$ cat src/rtl/abort_seq_pkg.sv
`timescale 1ns/1ps
package abort_seq_pkg;

   typedef enum logic [2:0] {
      S_IDLE   = 3'd0,
      S_DISARM = 3'd1,
      S_POLL   = 3'd2,
      S_CLEAN  = 3'd3,
      S_PARK   = 3'd4,
      S_REST0  = 3'd5,
      S_REST1  = 3'd6
   } seq_state_e;

   typedef enum logic [1:0] {
      AST_NONE     = 2'd0,
      AST_DISARMED = 2'd1,
      AST_ABORTED  = 2'd2
   } abort_stat_e;

   function automatic logic engine_quiet(input logic drain_busy, input logic abort_busy,
                                         input logic int_en, input logic sb_empty);
      return !drain_busy && !abort_busy && !int_en && sb_empty;
   endfunction

   function automatic abort_stat_e status_of(input seq_state_e s);
      case (s)
         S_IDLE, S_REST0, S_REST1: return AST_NONE;
         S_DISARM:                 return AST_DISARMED;
         default:                  return AST_ABORTED;
      endcase
   endfunction

endpackage

$ cat src/rtl/seq_countdown.sv
`timescale 1ns/1ps
module seq_countdown #(
   parameter int W = 4
) (
   input  logic         clk_i,
   input  logic         rst_ni,
   input  logic         load_i,
   input  logic [W-1:0] load_val_i,
   input  logic         dec_i,
   output logic         zero_o
);
   logic [W-1:0] cnt_q;

   always_ff @(posedge clk_i or negedge rst_ni) begin
      if (!rst_ni)                    cnt_q <= '0;
      else if (load_i)                cnt_q <= load_val_i;
      else if (dec_i && cnt_q != '0)  cnt_q <= cnt_q - 1'b1;
   end

   assign zero_o = (cnt_q == '0);

   // a drained counter stays drained until it is reloaded
   a_r5_floor_holds: assert property (@(posedge clk_i) disable iff (!rst_ni)
      (zero_o && !load_i) |=> zero_o);
endmodule

$ cat src/rtl/seq_pacer.sv
`timescale 1ns/1ps
module seq_pacer #(
   parameter int PERIOD = 4,
   parameter int W      = 2
) (
   input  logic clk_i,
   input  logic rst_ni,
   input  logic clr_i,
   input  logic en_i,
   output logic fire_o
);
   logic [W-1:0] cnt_q;

   assign fire_o = en_i && (cnt_q == W'(PERIOD - 1));

   always_ff @(posedge clk_i or negedge rst_ni) begin
      if (!rst_ni)     cnt_q <= '0;
      else if (clr_i)  cnt_q <= '0;
      else if (en_i)   cnt_q <= fire_o ? '0 : cnt_q + 1'b1;
   end

   // pulses are spaced by at least one quiet cycle
   a_r10_no_back_to_back: assert property (@(posedge clk_i) disable iff (!rst_ni)
      fire_o |=> !fire_o);
endmodule

$ cat src/rtl/abort_restart_seq.sv
`timescale 1ns/1ps
module abort_restart_seq
   import abort_seq_pkg::*;
#(
   parameter int ENTRIES       = 256,
   parameter int LG_W          = 32,
   parameter int GEN_CHK_BIT   = 18,
   parameter int DISARM_CYCLES = 1000,
   parameter int RETRY_BUDGET  = 64,
   parameter int DBG_INTERVAL  = 5000
) (
   input  logic            clk_i,
   input  logic            rst_ni,
   input  logic            abort_req_i,
   input  logic            disabled_irq_i,
   input  logic            drain_busy_i,
   input  logic            abort_busy_i,
   input  logic            int_en_i,
   input  logic            sb_empty_i,
   input  logic            link_active_i,
   input  logic            link_evt_i,
   input  logic            running_i,
   input  logic            shutdown_i,
   output logic [1:0]      state_o,
   output logic            eng_en_o,
   output logic            cleanup_o,
   output logic            lengen_we_o,
   output logic [LG_W-1:0] lengen_data_o,
   output logic            irq_lost_o,
   output logic            dbg_o
);
   localparam int WD = (DISARM_CYCLES > 1) ? $clog2(DISARM_CYCLES) : 1;
   localparam int WR = (RETRY_BUDGET > 0) ? $clog2(RETRY_BUDGET + 1) : 1;
   localparam int WP = (DBG_INTERVAL > 1) ? $clog2(DBG_INTERVAL) : 1;
   localparam logic [LG_W-1:0] LENGEN_VAL = LG_W'(ENTRIES) | (LG_W'(1) << GEN_CHK_BIT);

   if (DISARM_CYCLES < 1) begin : g_chk_disarm
      $error("DISARM_CYCLES must be at least 1");
   end
   if (RETRY_BUDGET < 1) begin : g_chk_retry
      $error("RETRY_BUDGET must be at least 1");
   end
   if (DBG_INTERVAL < 2) begin : g_chk_dbg
      $error("DBG_INTERVAL must be at least 2");
   end
   if (GEN_CHK_BIT >= LG_W || ENTRIES >= (1 << GEN_CHK_BIT)) begin : g_chk_lengen
      $error("length word cannot hold ENTRIES below the generation check bit");
   end

   seq_state_e st_q, st_d;
   logic       quiet, dl_zero, rt_zero, lost_q, waiting;

   assign quiet   = engine_quiet(drain_busy_i, abort_busy_i, int_en_i, sb_empty_i);
   assign waiting = (st_q == S_DISARM) || (st_q == S_POLL);

   always_comb begin
      st_d = st_q;
      if (shutdown_i) begin
         st_d = S_PARK;
      end else begin
         case (st_q)
            S_IDLE:   if (abort_req_i) st_d = S_DISARM;
            S_DISARM: if (disabled_irq_i || dl_zero) st_d = S_POLL;
            S_POLL:   if (quiet || rt_zero) st_d = S_CLEAN;
            S_CLEAN:  st_d = (link_active_i && running_i) ? S_REST0 : S_PARK;
            S_PARK:   if (link_evt_i && running_i) st_d = S_REST0;
            S_REST0:  st_d = S_REST1;
            S_REST1:  st_d = S_IDLE;
            default:  st_d = S_PARK;
         endcase
      end
   end

   always_ff @(posedge clk_i or negedge rst_ni) begin
      if (!rst_ni) begin
         st_q   <= S_PARK;
         lost_q <= 1'b0;
      end else begin
         st_q <= st_d;
         if (st_d == S_REST0)
            lost_q <= 1'b0;
         else if (st_q == S_DISARM && !shutdown_i && !disabled_irq_i && dl_zero)
            lost_q <= 1'b1;
      end
   end

   seq_countdown #(.W(WD)) u_deadline (
      .clk_i      (clk_i),
      .rst_ni     (rst_ni),
      .load_i     (st_q == S_IDLE),
      .load_val_i (WD'(DISARM_CYCLES - 1)),
      .dec_i      (st_q == S_DISARM),
      .zero_o     (dl_zero)
   );

   seq_countdown #(.W(WR)) u_retry (
      .clk_i      (clk_i),
      .rst_ni     (rst_ni),
      .load_i     (st_q != S_POLL),
      .load_val_i (WR'(RETRY_BUDGET)),
      .dec_i      ((st_q == S_POLL) && !quiet),
      .zero_o     (rt_zero)
   );

   seq_pacer #(.PERIOD(DBG_INTERVAL), .W(WP)) u_pacer (
      .clk_i  (clk_i),
      .rst_ni (rst_ni),
      .clr_i  (st_d != st_q),
      .en_i   (waiting),
      .fire_o (dbg_o)
   );

   assign state_o       = status_of(st_q);
   assign eng_en_o      = (st_q == S_IDLE) || waiting || (st_q == S_REST1);
   assign cleanup_o     = (st_q == S_CLEAN);
   assign lengen_we_o   = (st_q == S_CLEAN);
   assign lengen_data_o = LENGEN_VAL;
   assign irq_lost_o    = lost_q;

   // disarm is entered only from running idle on a request
   a_r2_disarm_entry: assert property (@(posedge clk_i) disable iff (!rst_ni)
      $rose(state_o == AST_DISARMED) |-> ($past(st_q) == S_IDLE && $past(abort_req_i)));
   // the lost flag rises only on a deadline without the indication
   a_r3_lost_on_deadline: assert property (@(posedge clk_i) disable iff (!rst_ni)
      $rose(irq_lost_o) |-> $past(st_q == S_DISARM && !disabled_irq_i));
   // cleanup follows polling
   a_r5_clean_after_poll: assert property (@(posedge clk_i) disable iff (!rst_ni)
      cleanup_o |-> $past(st_q) == S_POLL);
   // one cleanup cycle, enable low during it
   a_r6_single_cleanup: assert property (@(posedge clk_i) disable iff (!rst_ni)
      cleanup_o |=> !cleanup_o);
   a_r6_enable_low: assert property (@(posedge clk_i) disable iff (!rst_ni)
      cleanup_o |-> !eng_en_o);
   // the enable rises only after a low restart cycle
   a_r8_enable_edge: assert property (@(posedge clk_i) disable iff (!rst_ni)
      $rose(eng_en_o) |-> $past(st_q) == S_REST0);
   a_r8_restart_guard: assert property (@(posedge clk_i) disable iff (!rst_ni)
      $rose(st_q == S_REST0) |-> $past(running_i && !shutdown_i));
   // shutdown parks the sequencer
   a_r9_shutdown_parks: assert property (@(posedge clk_i) disable iff (!rst_ni)
      shutdown_i |=> (st_q == S_PARK && !eng_en_o));
endmodule

$ cat config.mk
export PLATFORM = sky130hd
export DESIGN_NAME = abort_restart_seq
export DESIGN_NICKNAME = d
export VERILOG_FILES = /design/src/rtl/abort_seq_pkg.sv /design/src/rtl/seq_countdown.sv /design/src/rtl/seq_pacer.sv /design/src/rtl/abort_restart_seq.sv
export SDC_FILE = /design/constraint.sdc
export NUM_CORES = 1
export LEC_CHECK = 0
export ABC_AREA = 1
export BUFFER_PORTS_ARGS = -buffer_cell sky130_fd_sc_hd__buf_2
export CAP_MARGIN = 20
export CORE_MARGIN = 3
export CORE_UTILIZATION = 51
export CTS_CLUSTER_DIAMETER = 150
export CTS_CLUSTER_SIZE = 24
export DETAILED_ROUTE_END_ITERATION = 6
export GPL_TIMING_DRIVEN = 0
export PLACE_DENSITY_LB_ADDON = 0.2
export SETUP_SLACK_MARGIN = 0.05
export SLEW_MARGIN = 20
export SYNTH_ARGS = -nofsm -noshare
export SYNTH_HDL_FRONTEND = slang
export SYNTH_SLANG_ARGS = --single-unit
export TNS_END_PERCENT = 30
$ cat constraint.sdc
create_clock -name clk_i -period 2.75 [get_ports clk_i]
set_input_delay 0.275 -clock clk_i [delete_from_list [all_inputs] [get_ports clk_i]]
set_output_delay 0.275 -clock clk_i [all_outputs]
set_load 0.02 [all_outputs]
==> metrics.txt, run 1 <==
run status finished clean; TritonCTS clock tree yes; crit path max fanout 7; worst-margin pin slew 0.738 ns; Synth top area share 35.8%; area of the core 4170 um2; Die X between 70 and 80 um; antenna viol nets, final 0; minimum clock period 2.28 ns; Cells after Synth 315; share of cells above drive strength 1 around a quarter; Crit. Startpoint st_q[0]; first-pass GRT wire length roughly 8000 um; DPL Wire Length 3350 um; Placer Congestion 0.855; final period utilization ~83%; RSZ-0062 raised after global routing no; # Max-Cap Violations 0; switching power between 400 and 500 uW; Setup crit start kind flip-flop; most common cell after layout, fill and taps aside nand2_1; Die Y 73.3 um; Post-synth EDFFs 0; synth top area cells dfrtp_1 (36%), buf_4 (11%), nand2_1 (9.3%); P&R area growth vs syn 16.3%; I/O Pins 51; R2R Setup Slk 0.88 ns; relative slew slack 50.8%; flops & latches, synth 34; largest net degree at the start of global routing 35; Nets 385; WP data required 2.48 ns; sequential power share between 40% and 50%; Fin Clk Skew 0.00694 ns; Hold Crit Class in2async; Comb pwr share 23.1%; Clock transition at path regs 0.07 ns; sw frac a little under a third; worst r2r path cells 12; CTS max path bufs 2; grt ovf 0; mean area per synthesized cell 7.32 um2; DR WL/cell 10.4 um; Post-CTS Resized 0; vias in the first global route roughly 1,900; H-tree depth 2; hold buffers post-CTS 0; post-synth cell types 34; Post-DP Area 2570 um2; pre-CTS setup slack 0.789 ns; Critical Setup Path Class reg2out; Pint 941 uW; Initial Util 55.3%; Clock Sinks 34; dominant cell type by area after synthesis dfrtp_1; later-pin clock latency in the skew report 0.29 ns; sequential area share after synthesis between 30% and 40%; routed vias/inst 4.80; first drt pass iteration count 4; CTS Buf Count 5; origin of the critical flop-to-flop path u_retry.cnt_q[0]; Placement Rows 23; reg2reg end u_pacer.cnt_q[0]; CP Capture Point dbg_o; f_max 439 MHz; Post-synth ARST share 100%; Ant. Diodes 0; CP arrival 2.00 ns; Clock power frac 33.2%; Crit. End Element primary output; setup TNS 0 ns; GR Util All Layers about a fifth; IO Port Bufs 18; warnings from Yosys 0; PnR worst setup slack 0.473 ns; Static Leak 1.42 nW; synthesized area 2310 um2; Hold Vio Cnt, Final 0; Design Area, Final ~2700 um2; most frequent cells in the layout nand2_1 (57), inv_1 (42), buf_4 (34); Root Buffer clkbuf_8; P per Cell Area 516 nW/um2; initial antenna violation count 0; Iter 0 DRT Violations 142; post-CTS setup repair buffer count 0; routed wire length 4400 um; Worst VDD drop 557 uV; Post-synth top flop dfrtp_1; Die Area 5370 um2; Vias 2,020; Slew Limit Fails 0; DR DRC count 0; setup violators final 0
-- power by group through the flow --
stage / registers [mW] / clock network (mW) / logic (mW)
CTS: 0.604 / 0.474 / 0.321
global route: 0.615 / 0.492 / 0.364
floorplan: 0.600 / 0 / 0.259
finish: 0.604 / 0.460 / 0.319
detailed placement: 0.613 / 0 / 0.319
global placement: 0.610 / 0 / 0.313
-- synthesized netlist by cell type, types with 2 or more instances --
cell,n
nor2_2,12
a21oi_1,9
or2_1,2
nor3_1,8
buf_4,34
inv_2,6
nand2_2,4
dfrtp_1,33
nor2_1,30
inv_1,42
nand4_1,5
nand3_1,22
conb_1,2
xor2_1,7
ha_1,3
o21ai_0,18
nand2_1,57
nor4_1,5
-- cells by family after synthesis --
logic type | after synthesis | share of synthesized area, %
buffers and inverters | 84 | 19.6
and+or+nand+nor | 151 | 30.7
xor gates and xnor gates | 8 | 3.04
DFF | 34 | 36.9
adders and majority gates | 3 | 1.63
other | 2 | 0.326
AOI/OAI and AO/OA | 33 | 7.76
-- through the flow --
stage / power [mW] / std cells / utilization (%) / hold WS, ns
global route: 1.47 / 421 / 64.3 / 0.0995
detailed placement: 0.932 / 413 / 61.6 / 0.389
finish: 1.38 / 421 / 64.3 / 0.0438
floorplan: 0.859 / 345 / - / -0.0206
global placement: 0.923 / 413 / 61.6 / 0.394
CTS: 1.40 / 421 / 64.3 / 0.0734
-- worst max-delay path, cell delays in order, from the launching register on --
cell	delay, ns
dfrtp_1	0.45
inv_2	0.11
nand2_2	0.08
nor2_4	0.18
inv_2	0.09
nand2_2	0.09
inv_1	0.11
or2_1	0.24
buf_2	0.16
inv_1	0.05
buf_2	0.15
-- cell type report --
| cell class | instances | area (um2) |
|---|---|---|
| Timing Repair Buffer | 18 | 90.1 |
| Multi-Input combinational cell | 227 | 1120 |
| Tap cell | 50 | 62.6 |
| Fill cell | 394 | 1490 |
| Inverter | 48 | 180 |
| Buffer | 36 | 272 |
| Clock buffer | 6 | 72.6 |
| Clock inverter | 2 | 37.5 |
| Sequential cell | 34 | 852 |
-- routing by layer --
metal	routed length [um]	vias to the layer above	GRT usage [%]
met1	1920	905	23.3
met3	287	8	4.79
met5	0	-	0
met4	70	0	7.17
li1	-	1039	-
met2	2110	68	31.0
-- worst min path at each step --
stage,start,end,slack [ns],depth (start not counted)
after floorplan,rst_ni,irq_lost_o,-0.02,0
after global placement,rst_ni,u_retry.cnt_q[4],0.39,1
after detailed placement,rst_ni,u_retry.cnt_q[4],0.39,1
after CTS,rst_ni,u_retry.cnt_q[4],0.07,1
after global routing,rst_ni,u_retry.cnt_q[5],0.1,1
final,rst_ni,u_retry.cnt_q[4],0.04,1
-- flip-flops by register name (all words and copies together), names as in the netlist --
name,cells
u_deadline.cnt_q,10
st_q,3
u_retry.cnt_q,7
irq_lost_o,1
u_pacer.cnt_q,13
Note: power is estimated with default switching activity, not from simulation.
==> inputs of run 2 (changes only) <==
--- a/config.mk
+++ b/config.mk
@@ -9,7 +9,7 @@
 export BUFFER_PORTS_ARGS = -buffer_cell sky130_fd_sc_hd__buf_2
 export CAP_MARGIN = 20
 export CORE_MARGIN = 3
-export CORE_UTILIZATION = 51
+export CORE_UTILIZATION = 49
 export CTS_CLUSTER_DIAMETER = 150
 export CTS_CLUSTER_SIZE = 24
 export DETAILED_ROUTE_END_ITERATION = 6
==> constraint.sdc (replaced) <==
create_clock -name clk_i -period 2 [get_ports clk_i]
set_input_delay 0.2 -clock clk_i [delete_from_list [all_inputs] [get_ports clk_i]]
set_output_delay 0.2 -clock clk_i [all_outputs]
set_load 0.02 [all_outputs]
==> metrics.txt, run 2 (synthesis results as in run 1) <==
DR WL/cell 10.2 um (-2.3%); placed insts 415 (+0.48%); crit path max fanout 6 (-1); later-pin clock latency in the skew report 0.29 ns (about the same); PnR worst setup slack 0.0664 ns (-0.406 ns); Setup crit start kind flip-flop; P&R area growth vs syn 22.6%; most frequent cells in the layout nand2_1 (54), buf_4 (43), inv_1 (39); CTS Buf Count 5 (unchanged); Pwr Total 1.94 mW (+41%); IO Port Bufs 18 (unchanged); pre-CTS setup slack 0.103 ns (-0.686 ns); Vias 2,005 (-0.74%); H-tree depth 2 (unchanged); largest net degree at the start of global routing 35 (unchanged); Layout Utilization 63.6% (-0.66 points); worst-margin pin slew 0.744 ns (+0.00572 ns); violated checks negative hold slack; area of the core 4440 um2 (+6.5%); final non-filler cell total 431 (+2.4%); grt ovf 0 (unchanged); Ant. Diodes 0 (unchanged); CTS max path bufs 2 (unchanged); minimum clock period 1.93 ns; most common cell after layout, fill and taps aside nand2_1; Clock Sinks 34 (unchanged); Die Y 74.6 um (+1.9%); WP data required 1.80 ns (-0.68 ns); Static Leak 1.47 nW (+3.2%); Hold Crit Class in2async; Die X 74.6 um (+1.9%); antenna viol nets, final 0 (unchanged); max FFs per register 13 (unchanged); setup TNS 0 ns (unchanged); CP arrival 1.73 ns (-0.27 ns); Largest regs u_pacer.cnt_q (13), u_deadline.cnt_q (10), u_retry.cnt_q (7); Hold Vio Cnt, Final 33 (+33); Placement Rows 24 (+4.3%); Iter 0 DRT Violations 80 (-44%); TritonCTS clock tree yes; I/O Pins 51 (unchanged); Design Area, Final 2830 um2 (+5.4%); # Max-Cap Violations 0 (unchanged); Initial Util 51.9% (-3.4 points); setup violators final 0 (unchanged); Fin Clk Skew 0.00792 ns (+0.000981 ns); RSZ-0062 raised after global routing yes; relative slew slack 50.4% (-0.38 points); Critical Setup Path Class reg2out; Worst VDD drop 646 uV (+16%); routed vias/inst 4.65 (-3.0%); final period utilization between 90% and 100%; most flop-heavy register u_pacer.cnt_q; run status finished with violations; Clock transition at path regs 0.07 ns (about the same); share of cells above drive strength 1 29.3% (+5.6 points); DPL Wire Length 3250 um (-3.1%); routed wire length 4400 um (about the same); GR Util All Layers 17.5% (-1.2 points); vias in the first global route 1,783 (-4.1%); Hold WS -0.0251 ns (-0.0689 ns); Root Buffer clkbuf_8; Post-DP Area 2570 um2 (about the same); first drt pass iteration count 5 (+1); f_max 517 MHz; Placer Congestion 0.859 (+0.47%); Crit. End Element primary output; DR DRC count 0 (unchanged); Slew Limit Fails 0 (unchanged); initial antenna violation count 0 (unchanged); Nets 393 (+2.1%); Die Area 5570 um2 (+3.7%); first-pass GRT wire length 7580 um (-4.2%); P per Cell Area 687 nW/um2 (+33%); worst r2r path cells 12 (unchanged)
## run 2: cell types whose count changed in the layout (fill, tap and decap cells not counted), moves of 2 or more
cell / delta
ha_2: +2
dfrtp_1: -2
nand2_1: -3
nor2_1: -4
inv_1: -3
nand2_4: +2
dfrtp_2: +2
ha_1: -2
nor2_2: +3
buf_2: -2
buf_4: +9
## run 2: power breakdown
part / switching (mW) / total, mW / leakage, nW / internal [mW]
sequential: 0.0702 / 0.833 / 0.434 / 0.763
combinational: 0.295 / 0.487 / 0.984 / 0.192
clock: 0.251 / 0.624 / 0.0524 / 0.373
total: 0.617 / 1.94 / 1.47 / 1.33
## run 2: final timing paths
kind                                       start           endpoint  slack [ns]
min in group clk_i                    shutdown_i            st_q[1]        0.12
max in group asynchronous                 rst_ni            st_q[1]        1.50
worst min register to register  u_retry.cnt_q[6]   u_retry.cnt_q[6]        0.48
worst max-delay path                     st_q[0]              dbg_o        0.07
worst min-delay path                      rst_ni  u_pacer.cnt_q[10]       -0.03
worst max register to register           st_q[2]   u_pacer.cnt_q[9]        0.22
## run 2: final cells by class
class / count / area (um2)
sequential: 34 / 855
clock inverter: 1 / 30.0
buffer: 36 / 278
multi-input combinational: 227 / 1170
timing repair buffer: 26 / 165
tap: 52 / 65.1
inverter: 48 / 186
clock buffer: 7 / 76.3
fill: 396 / 1620
## run 2: critical path, cell delays in order, from the launching register on
cell and delay, ns:
dfrtp_1 0.41, inv_2 0.11, nand2_4 0.07, nor2_4 0.11
inv_4 0.06, nand2_4 0.07, inv_2 0.07, or2_1 0.22
buf_4 0.16, inv_1 0.05, buf_4 0.13
## run 2: layer usage
metal / track usage [%] / wire [um] / up-vias
li1: - / - / 1061
met1: 22.1 / 1900 / 894
met2: 29.6 / 2200 / 45
met3: 4.14 / 234 / 5
met4: 5.73 / 62 / 0
met5: 0 / 0 / -
## run 2: timing repair
| item | in CTS | in global routing |
|---|---|---|
| setup endpoints to repair | 1 | 14 |
| buffers inserted | 3 | 5 |
| resized for setup | 7 | 17 |
| hold buffers | 0 | 0 |
| pin swaps | 1 | 2 |
==> inputs of run 3 (changes only) <==
--- a/config.mk
+++ b/config.mk
@@ -5,7 +5,6 @@
 export SDC_FILE = /design/constraint.sdc
 export NUM_CORES = 1
 export LEC_CHECK = 0
-export ABC_AREA = 1
 export BUFFER_PORTS_ARGS = -buffer_cell sky130_fd_sc_hd__buf_2
 export CAP_MARGIN = 20
 export CORE_MARGIN = 3
==> metrics.txt, run 3 <==
run status finished with violations; violated checks negative hold slack; CTS Buf Count 5 (unchanged); Synth top area share 37.6% (+1.8 points); Die X 72.9 um (-2.3%); later-pin clock latency in the skew report 0.28 ns (about the same); initial antenna violation count 0 (unchanged); placed insts 346 (-17%); first drt pass iteration count 5 (unchanged); Clock Sinks 34 (unchanged); max FFs per register 13 (unchanged); Setup crit start kind flip-flop; sequential power share 48.3% (+5.5 points); routed vias/inst 5.08 (+9.3%); # Max-Cap Violations 0 (unchanged); Compound-Gate Fraction of Synth Area 10.4% (+2.6 points); setup violators final 0 (unchanged); vias in the first global route 1,751 (-1.8%); sw frac 30.7% (-1.0 points); antenna viol nets, final 0 (unchanged); switching power 508 uW (-18%); grt ovf 0 (unchanged); Iter 0 DRT Violations 182 (+130%); multiplexer area fraction after synthesis 0% (unchanged); dominant cell type by area after synthesis dfrtp_1; Root Buffer clkbuf_8; main combinational cell family by area after synthesis simple AND/OR/NAND/NOR gates; slowest CP cell or4_4; Post-DP Area 2460 um2 (-4.3%); first-pass GRT wire length 7980 um (+5.4%); Placer Congestion 0.792 (-7.8%); Post-Synth Adder-Cell Area 1.71% (+0.083 points); DPL Wire Length 3110 um (-4.4%); GR Util All Layers 19.2% (+1.7 points); Initial Util 52.6% (+0.71 points); P per Cell Area 594 nW/um2 (-14%); crit path max fanout 5 (-1); routed wire length 4800 um (+9.3%); Design Area, Final 2790 um2 (-1.4%); Cells after Synth 249 (-21%); flops & latches, synth 34 (unchanged); final period utilization 99.2% (+2.5 points); PnR worst setup slack 0.0158 ns (-0.0506 ns); Clock transition at path regs 0.07 ns (about the same); XOR/XNOR share of the synthesized area 9.17% (+6.1 points); H-tree depth 2 (unchanged); relative slew slack 48.5% (-1.9 points); Nets 332 (-16%); Hold Crit Class in2async; Critical Setup Path Class reg2reg; CTS max path bufs 2 (unchanged); Simple-Gate Fraction of Synth Area 25.4% (-5.3 points); origin of the critical flop-to-flop path u_deadline.cnt_q[4]; I/O Pins 51 (unchanged); FF+latch area 852 um2 (-0.29%); WP data required 2.15 ns (+0.35 ns); most common cell after layout, fill and taps aside buf_4; Largest regs u_pacer.cnt_q (13), u_deadline.cnt_q (10), u_retry.cnt_q (7); Static Leak 1.33 nW (-9.8%); most flop-heavy register u_pacer.cnt_q; Commonest cells post-synth buf_4 (33), dfrtp_1 (33), nor2_1 (31); Worst VDD drop 450 uV (-30%); Placement Rows 23 (-4.2%); Post-synth EDFFs 0 (unchanged); Slew Limit Fails 0 (unchanged); pre-CTS setup slack -0.206 ns (-0.309 ns); DR WL/cell 13.1 um (+28%); Fin Clk Skew 0.00638 ns (-0.00154 ns); share of cells above drive strength 1 30.8% (+1.5 points); Die Area 5320 um2 (-4.5%); mean area per synthesized cell 8.82 um2 (+20%); f_max 504 MHz (-2.6%); Crit. End Element flip-flop; Comb pwr share 20.2% (-4.9 points); area of the multi-input gates 1270 um2 (+8.8%); CP top delay family simple AND/OR/NAND/NOR gates; post-synth cell types 48 (+41%); CP cell instances or4_4 > or3_4 > o41ai_4 > xnor2_1 > nand2_1; area of the core 4170 um2 (-6.1%); reg2reg end u_deadline.cnt_q[0]; TritonCTS clock tree yes; minimum clock period 1.98 ns (+0.0506 ns); final non-filler cell total 368 (-15%); largest net degree at the start of global routing 35 (unchanged); sequential area share after synthesis 38.8% (+1.9 points); RSZ-0062 raised after global routing yes; warnings from Yosys 0 (unchanged); Hold WS -0.0105 ns (+0.0145 ns); Pint 1.15 mW (-14%); worst r2r path cells 5 (-7); Post-synth ARST share 100% (unchanged); setup TNS 0 ns (unchanged); DR DRC count 0 (unchanged); Ant. Diodes 0 (unchanged); synthesized area 2200 um2 (-4.8%); Bufs and invs on worst path 0 (-6); worst-margin pin slew 0.772 ns (+0.0285 ns); Vias 1,871 (-6.7%); Clock power frac 31.5% (-0.6 points); Die Y 72.9 um (-2.3%); Hold Vio Cnt, Final 19 (-42%); critical path depth 5 (-5); CP arrival 2.14 ns (+0.41 ns); R2R Setup Slk 0.02 ns (-0.20 ns); most frequent cells in the layout buf_4 (48), dfrtp_1 (33), conb_1 (32); max incr delay on CP 0.55 ns (+0.14 ns); P&R area growth vs syn 27.0%; IO Port Bufs 17 (-1); synth top area cells dfrtp_1 (38%), buf_4 (11%), nor2_1 (5.3%); Post-synth top flop dfrtp_1; Fill cells 343 (-13%)
[run 3: what timing repair did]
action | in CTS | in global routing
resized for setup | 17 | 15
cloned | 1 | 0
hold buffers | 0 | 0
pin swaps | 7 | 7
setup endpoints to repair | 22 | 29
buffers inserted | 8 | 6
[run 3: metal layers]
metal / GRT usage (%) / vias to the layer above / part of all wire (%)
met1: 25.8 / 865 / 45
met3: 4.55 / 7 / 6.7
met5: 0 / - / 0
met4: 5.94 / 0 / 1.3
met2: 30.6 / 71 / 47
li1: - / 928 / -
[run 3: worst max path at each step]
stage / slack, ns / to / start
after floorplan: 0.06 / u_pacer.cnt_q[0] / u_retry.cnt_q[0]
after global placement: -0.21 / dbg_o / u_pacer.cnt_q[3]
after detailed placement: -0.21 / u_pacer.cnt_q[2] / u_retry.cnt_q[0]
after CTS: -0.03 / u_deadline.cnt_q[0] / u_deadline.cnt_q[4]
after global routing: -0.16 / u_pacer.cnt_q[10] / st_q[0]
final: 0.02 / u_deadline.cnt_q[0] / u_deadline.cnt_q[4]
[run 3: power groups by stage]
stage / clock, mW / combinational, mW / sequential (mW)
detailed placement: 0 / 0.297 / 0.795
global placement: 0 / 0.294 / 0.794
floorplan: 0 / 0.242 / 0.786
finish: 0.522 / 0.335 / 0.799
CTS: 0.540 / 0.315 / 0.786
global route: 0.566 / 0.378 / 0.803
[run 3: cell type report]
type,count,share of cell area [%]
buffer,41,10.2
clock buffer,7,3.10
clock inverter,1,0.180
inverter,8,1.08
multi-input combinational,196,45.7
sequential,34,30.6
tap,50,2.24
timing repair buffer,31,6.91
[run 3: stage by stage]
step / util [%] / power, mW
4_1_cts: 64.8 / 1.64
2_1_floorplan: - / 1.03
3_5_place_dp: 59.1 / 1.09
6_report: 66.8 / 1.66
3_3_place_gp: 59.1 / 1.09
5_1_grt: 66.8 / 1.75
[run 3: cells by family (layout without fill, tap and decap cells)]
kind of cell | count (synthesis) | after routing
simple gates | 107 | 108
buf+inv | 50 | 88
flops | 34 | 34
compound gates | 30 | 30
xor+xnor | 23 | 23
fa+ha+maj | 3 | 3
other cells | 2 | 32
